File: src/rtl/pp_xpose_pkg.sv
package pp_xpose_pkg;
  typedef enum logic {
    BANK_A = 1'b0,
    BANK_B = 1'b1
  } bank_t;

  function automatic bank_t other_bank(bank_t b);
    return (b == BANK_A) ? BANK_B : BANK_A;
  endfunction
endpackage

File: src/rtl/pp_wr_ctrl.sv
module pp_wr_ctrl
  import pp_xpose_pkg::*;
#(
  parameter int RADIX = 8
) (
  input  logic                                 clk,
  input  logic                                 rst_n,
  input  logic                                 wr_fire,
  output logic [$clog2(RADIX*RADIX)-1:0]       wr_addr,
  output bank_t                                wr_bank,
  output logic                                 wr_last
);
  localparam int N  = RADIX * RADIX;
  localparam int AW = $clog2(N);

  logic [AW-1:0] cnt_q;
  bank_t         bank_q;

  // Write addresses follow arrival order.
  assign wr_addr = cnt_q;
  assign wr_bank = bank_q;
  assign wr_last = (cnt_q == AW'(N - 1));

  always_ff @(posedge clk) begin
    if (!rst_n) begin
      cnt_q  <= '0;
      bank_q <= BANK_A;
    end else if (wr_fire) begin
      if (wr_last) begin
        cnt_q  <= '0;
        bank_q <= other_bank(bank_q);
      end else begin
        cnt_q <= cnt_q + 1'b1;
      end
    end
  end
endmodule

File: src/rtl/pp_rd_ctrl.sv
module pp_rd_ctrl
  import pp_xpose_pkg::*;
#(
  parameter int RADIX = 8
) (
  input  logic                                 clk,
  input  logic                                 rst_n,
  input  logic                                 rd_fire,
  output logic [$clog2(RADIX*RADIX)-1:0]       rd_addr,
  output bank_t                                rd_bank,
  output logic                                 rd_first,
  output logic                                 rd_last
);
  localparam int N  = RADIX * RADIX;
  localparam int AW = $clog2(N);
  localparam int LW = $clog2(RADIX);

  logic [AW-1:0] step_q;
  bank_t         bank_q;

  // Transpose: with RADIX a power of two, (k mod R)*R + k div R
  // is the low and high digit fields exchanged.
  assign rd_addr  = {step_q[LW-1:0], step_q[AW-1:LW]};
  assign rd_bank  = bank_q;
  assign rd_first = (step_q == '0);
  assign rd_last  = (step_q == AW'(N - 1));

  always_ff @(posedge clk) begin
    if (!rst_n) begin
      step_q <= '0;
      bank_q <= BANK_A;
    end else if (rd_fire) begin
      if (rd_last) begin
        step_q <= '0;
        bank_q <= other_bank(bank_q);
      end else begin
        step_q <= step_q + 1'b1;
      end
    end
  end
endmodule

File: src/rtl/pp_bank_track.sv
module pp_bank_track
  import pp_xpose_pkg::*;
(
  input  logic       clk,
  input  logic       rst_n,
  input  logic       wr_fire,
  input  logic       wr_last,
  input  bank_t      wr_bank,
  input  logic       rd_fire,
  input  logic       rd_last,
  input  bank_t      rd_bank,
  output logic [1:0] full
);
  logic [1:0] full_q;

  assign full = full_q;

  always_ff @(posedge clk) begin
    if (!rst_n) begin
      full_q <= 2'b00;
    end else begin
      // The writer only fills an empty bank and the reader only
      // drains a full one, so the two updates never touch one bit.
      if (wr_fire && wr_last) full_q[wr_bank] <= 1'b1;
      if (rd_fire && rd_last) full_q[rd_bank] <= 1'b0;
    end
  end

  assert_no_overflow_R2: assert property (@(posedge clk) disable iff (!rst_n)
    wr_fire |-> !full_q[wr_bank]);

  assert_no_underflow_R9: assert property (@(posedge clk) disable iff (!rst_n)
    rd_fire |-> full_q[rd_bank]);
endmodule

File: src/rtl/pp_bank_store.sv
module pp_bank_store
  import pp_xpose_pkg::*;
#(
  parameter int SW    = 32,
  parameter int DEPTH = 64
) (
  input  logic                     clk,
  input  logic                     wr_en,
  input  bank_t                    wr_bank,
  input  logic [$clog2(DEPTH)-1:0] wr_addr,
  input  logic [SW-1:0]            wr_data,
  input  bank_t                    rd_bank,
  input  logic [$clog2(DEPTH)-1:0] rd_addr,
  output logic [SW-1:0]            rd_data
);
  logic [SW-1:0] bank_rd [2];

  for (genvar b = 0; b < 2; b++) begin : g_bank
    logic [SW-1:0] mem [DEPTH];

    always_ff @(posedge clk) begin
      if (wr_en && (wr_bank == bank_t'(b))) mem[wr_addr] <= wr_data;
    end

    assign bank_rd[b] = mem[rd_addr];
  end

  assign rd_data = bank_rd[rd_bank];
endmodule

File: src/rtl/pp_xpose_buf.sv
module pp_xpose_buf
  import pp_xpose_pkg::*;
#(
  parameter int DATA_W = 16,
  parameter int RADIX  = 8
) (
  input  logic              clk,
  input  logic              rst_n,
  input  logic              in_valid,
  output logic              in_ready,
  input  logic [DATA_W-1:0] in_re,
  input  logic [DATA_W-1:0] in_im,
  output logic              out_valid,
  input  logic              out_ready,
  output logic [DATA_W-1:0] out_re,
  output logic [DATA_W-1:0] out_im,
  output logic              out_sof
);
  localparam int N  = RADIX * RADIX;
  localparam int AW = $clog2(N);
  localparam int SW = 2 * DATA_W;

  logic [AW-1:0] wr_addr, rd_addr;
  bank_t         wr_bank, rd_bank;
  logic          wr_last, rd_last, rd_first;
  logic          wr_fire, rd_fire;
  logic [1:0]    full;
  logic [SW-1:0] rd_data;

  assign in_ready  = !full[wr_bank];
  assign wr_fire   = in_valid && in_ready;
  assign out_valid = full[rd_bank];
  assign rd_fire   = out_valid && out_ready;
  assign out_sof   = out_valid && rd_first;
  assign out_re    = rd_data[SW-1:DATA_W];
  assign out_im    = rd_data[DATA_W-1:0];

  pp_wr_ctrl #(.RADIX(RADIX)) wr_i (
    .clk(clk), .rst_n(rst_n), .wr_fire(wr_fire),
    .wr_addr(wr_addr), .wr_bank(wr_bank), .wr_last(wr_last)
  );

  pp_rd_ctrl #(.RADIX(RADIX)) rd_i (
    .clk(clk), .rst_n(rst_n), .rd_fire(rd_fire),
    .rd_addr(rd_addr), .rd_bank(rd_bank), .rd_first(rd_first), .rd_last(rd_last)
  );

  pp_bank_track trk_i (
    .clk(clk), .rst_n(rst_n),
    .wr_fire(wr_fire), .wr_last(wr_last), .wr_bank(wr_bank),
    .rd_fire(rd_fire), .rd_last(rd_last), .rd_bank(rd_bank),
    .full(full)
  );

  pp_bank_store #(.SW(SW), .DEPTH(N)) store_i (
    .clk(clk), .wr_en(wr_fire), .wr_bank(wr_bank), .wr_addr(wr_addr),
    .wr_data({in_re, in_im}), .rd_bank(rd_bank), .rd_addr(rd_addr),
    .rd_data(rd_data)
  );

  assert_both_full_blocks_R7: assert property (@(posedge clk) disable iff (!rst_n)
    (full == 2'b11) |-> !in_ready);

  assert_sof_needs_valid_R5: assert property (@(posedge clk) disable iff (!rst_n)
    out_sof |-> out_valid);

  assert_frame_opens_with_sof_R5: assert property (@(posedge clk) disable iff (!rst_n)
    $rose(out_valid) |-> out_sof);

  assert_stall_holds_R6: assert property (@(posedge clk) disable iff (!rst_n)
    (out_valid && !out_ready) |=>
      (out_valid && $stable(out_re) && $stable(out_im) && $stable(out_sof)));
endmodule

File: config.mk
export PLATFORM = sky130hd
export DESIGN_NAME = pp_xpose_buf
export DESIGN_NICKNAME = d
export VERILOG_FILES = /design/src/rtl/pp_xpose_pkg.sv /design/src/rtl/pp_wr_ctrl.sv /design/src/rtl/pp_rd_ctrl.sv /design/src/rtl/pp_bank_track.sv /design/src/rtl/pp_bank_store.sv /design/src/rtl/pp_xpose_buf.sv
export SDC_FILE = /design/constraint.sdc
export NUM_CORES = 2
export LEC_CHECK = 0
export BUFFER_PORTS_ARGS = -buffer_cell sky130_fd_sc_hd__buf_2
export CAP_MARGIN = 0
export CORE_MARGIN = 10
export CORE_UTILIZATION = 57
export CTS_BUF_LIST = sky130_fd_sc_hd__clkbuf_16
export DETAILED_ROUTE_END_ITERATION = 16
export PLACE_DENSITY_LB_ADDON = 0.3
export SLEW_MARGIN = 20
export SYNTH_ARGS = -nofsm -noshare
export SYNTH_HDL_FRONTEND = slang
export SYNTH_SLANG_ARGS = --single-unit
File: constraint.sdc
create_clock -name clk -period 4.2 [get_ports clk]
set_clock_uncertainty 0.2 [all_clocks]
set_input_delay 1.05 -clock clk [delete_from_list [all_inputs] [get_ports clk]]
set_output_delay 1.05 -clock clk [all_outputs]
set_load 0.02 [all_outputs]
==> flow_summary.toml <==
[drt]
vias_per_cell = 7.09
drt_iter0_drc = 12600
dr.pass1.iters = 6
wl_um = 430000
vias = 75600
wl_per_cell_um = 40.3
drt_drc_violations_left = 0
antenna_left = 0

[timing]
tightest_slew_ns = 1.19
finalSetupViolations = 32
setup_tns_ns = -41.09
finalMaxSlewViolations = 0
final-hold-violation-count = 0
min_period_ns = 5.53
rsz0062_at_grt = "true"
slew_headroom_pct = 20.3
holdWs_ns = 0.246
final.period_utilization_pct = 132
fmax_mhz = 181
setup_slack_ns = -1.33

[critical_path]
end_kind = "output pin"
required_ns = 2.95
r2r_cells = 5
r2r_slack_ns = 0.71
critical_path_arrival_ns = 4.28
cp_max_fo = 9
startpoint_type = "flop"
crit_type = "reg -> out"
r2r_end = "store_i.g_bank[0].mem[26][6]"
crit-reg2reg-launch = "wr_i.wr_addr[1]"

[placed_design]
routabilityCongestion = 0.896
dp_hpwl_um = 221000
dpl_worst_slack_ns = -0.426
numPortBuffers = 70
placed_area_um2 = 167000

[global_routing]
grt_max_degree = 114
grt.total_usage_pct = 28.5
grt_pass1_wl_um = 592000
antenna_found_initial = 44
grt_pass1_vias = 75600
overflow = 0

[logic_synthesis]
synthCells = 6055
synth.distinct_cells = 32
yosysMostFrequentCell = "edfxtp_1"
syn_avg_cell_area_um2 = 25.8
ys_warn_count = 0
synth_top_area_share_pct = 78.6
synth-edff-count = 4096
postSynth.asyncResetShare_pct = 0
yosysSeqAreaShare_pct = 78.9
synth_area_um2 = 157000
synth_nets = 6094
synth-main-ff-cell = "edfxtp_1"
ys_seq_elements = 4118
ys_top_cells_by_count = "edfxtp_1, mux4_2, clkbuf_1"
synth_area_leaders = "edfxtp_1, mux4_2, clkbuf_1, nor2_1, dfxtp_1"
yosysTopAreaCell = "edfxtp_1"

[clock_network]
clk_path_buf_depth = 4
cts_made_buffers = 398
cts_root_buf = "clkbuf_16"
htree_levels = 5
cts_tree = "done"
clock-sinks = 4118
clk_pin_slew_worst_paths_ns = 0.07
clock_latency_ns = 0.91

[power_and_ir_drop]
max-vdd-ir-drop_v = 0.000381
fin_total_pwr_mw = 81.7
power_density_nw_per_um2 = 451
p_leak_nw = 54.8

[finish]
fillers = 16100
area_delta_synth_final_pct = 15.9
design_area_um2 = 181000
nets = 6767
drive_above_1_share_pct = 37.8
ff_latch_area_um2 = 123000
multi_input_area_um2 = 32700

[outcome]
status = "finished, violations left"
failed_checks = "negative setup slack"

[floorplanning]
ios = 71
rows = 192
chipHeight_um = 544
die-width_um = 544
core_area_um2 = 273000
initial_core_util_pct = 57.3
die-area_um2 = 296000

[hold_path]
hold_path_depth = 2
worstHoldStart = "rst_n"
hold_path_class = "in -> reg"
worstHoldEndpoint = "wr_i.wr_bank"

[job]
cap_viol_max_count = 0
[per-stage QoR]
stage	instances	util, %
final	10700	66.3
after global routing	10600	66.3
after CTS	10600	66.1
after detailed placement	9859	61.2
after global placement	9859	61.2
after floorplan	6055	-
[routing by layer]
metal | vias up | global-route usage (%) | share of wire, %
met3 | 876 | 7.64 | 13
met4 | 16 | 10.8 | 4.4
met2 | 6188 | 44.3 | 48
li1 | 28000 | - | -
met5 | - | 0 | 0.024
met1 | 40500 | 39.6 | 35
[where the power goes]
part           total (mW)  switching, mW  leakage (nW)  internal [mW]
Clock                35.2           15.4          6.47           19.8
Sequential           45.3         0.0263          37.0           45.2
Combinational        1.20          0.989          11.3          0.212
[worst max path at each step]
stage               from         end  slack (ns)  cells past startpoint
floorplan           flop  out_im[10]        0.04                      7
global placement    flop   out_im[5]       -0.43                      8
detailed placement  flop   out_im[5]       -0.43                      8
CTS                 flop   out_im[1]       -1.31                      8
global route        flop  out_re[15]       -1.35                      9
finish              flop   out_re[9]       -1.33                      9
[cell type report]
cell class,instances,area share (%)
timing repair buffer,590,4.29
multi-input combinational,1601,18.0
sequential,4118,68.1
antenna,19,0.0262
clock inverter,316,1.47
tap,3589,2.48
clock buffer,403,5.56
inverter,19,0.0407
[state kept, by name (all words and copies together), names as in the netlist, named ones only]
register,count
store_i.g_bank.mem,4096
trk_i.full,2
rd_i.rd_bank,1
wr_i.wr_bank,1
rd_i.step_q,6
wr_i.wr_addr,6
[cell families after synthesis]
group / share of synthesized area (%)
buffers and inverters: 0.886
AND/OR/NAND/NOR: 0.535
XOR/XNOR: 0.0392
flip-flops: 78.9
adder cells (fa/ha/maj): 0.0240
AO/OA/AOI/OAI: 0.0656
multiplexers: 19.6
[layout by cell type, fill, tap and decap left out, drive strengths merged, types with 16 or more instances in the layout]
cell      netlist  routed
inv            19      92
clkinv          0     189
bufinv          0      38
nand2          20      20
mux4         1344    1344
mux2           33      33
buf           128     572
nor2          137     137
edfxtp       4096    4096
clkinvlp        0      16
clkbuf        189     418
dfxtp          22      22
diode           0      19
[worst max-delay path: stages, from the launching register on]
cell and delay (ns):
dfxtp_4 0.37, buf_12 0.18, buf_12 0.14, buf_16 0.14, buf_4 0.15, mux4_2 0.54, mux4_2 0.64, mux4_2 0.62
mux2_2 0.37, buf_2 0.18
[repair_timing]
item / CTS / global route
setup endpoints to repair: 32 / 32
gates cloned: 7 / 16
setup buffers: 20 / 15
hold buffers: 0 / 0
endpoints found under the hold margin: 0 / 0
resized for setup: 47 / 34
No activity file was read; power rests on OpenSTA's default activity.
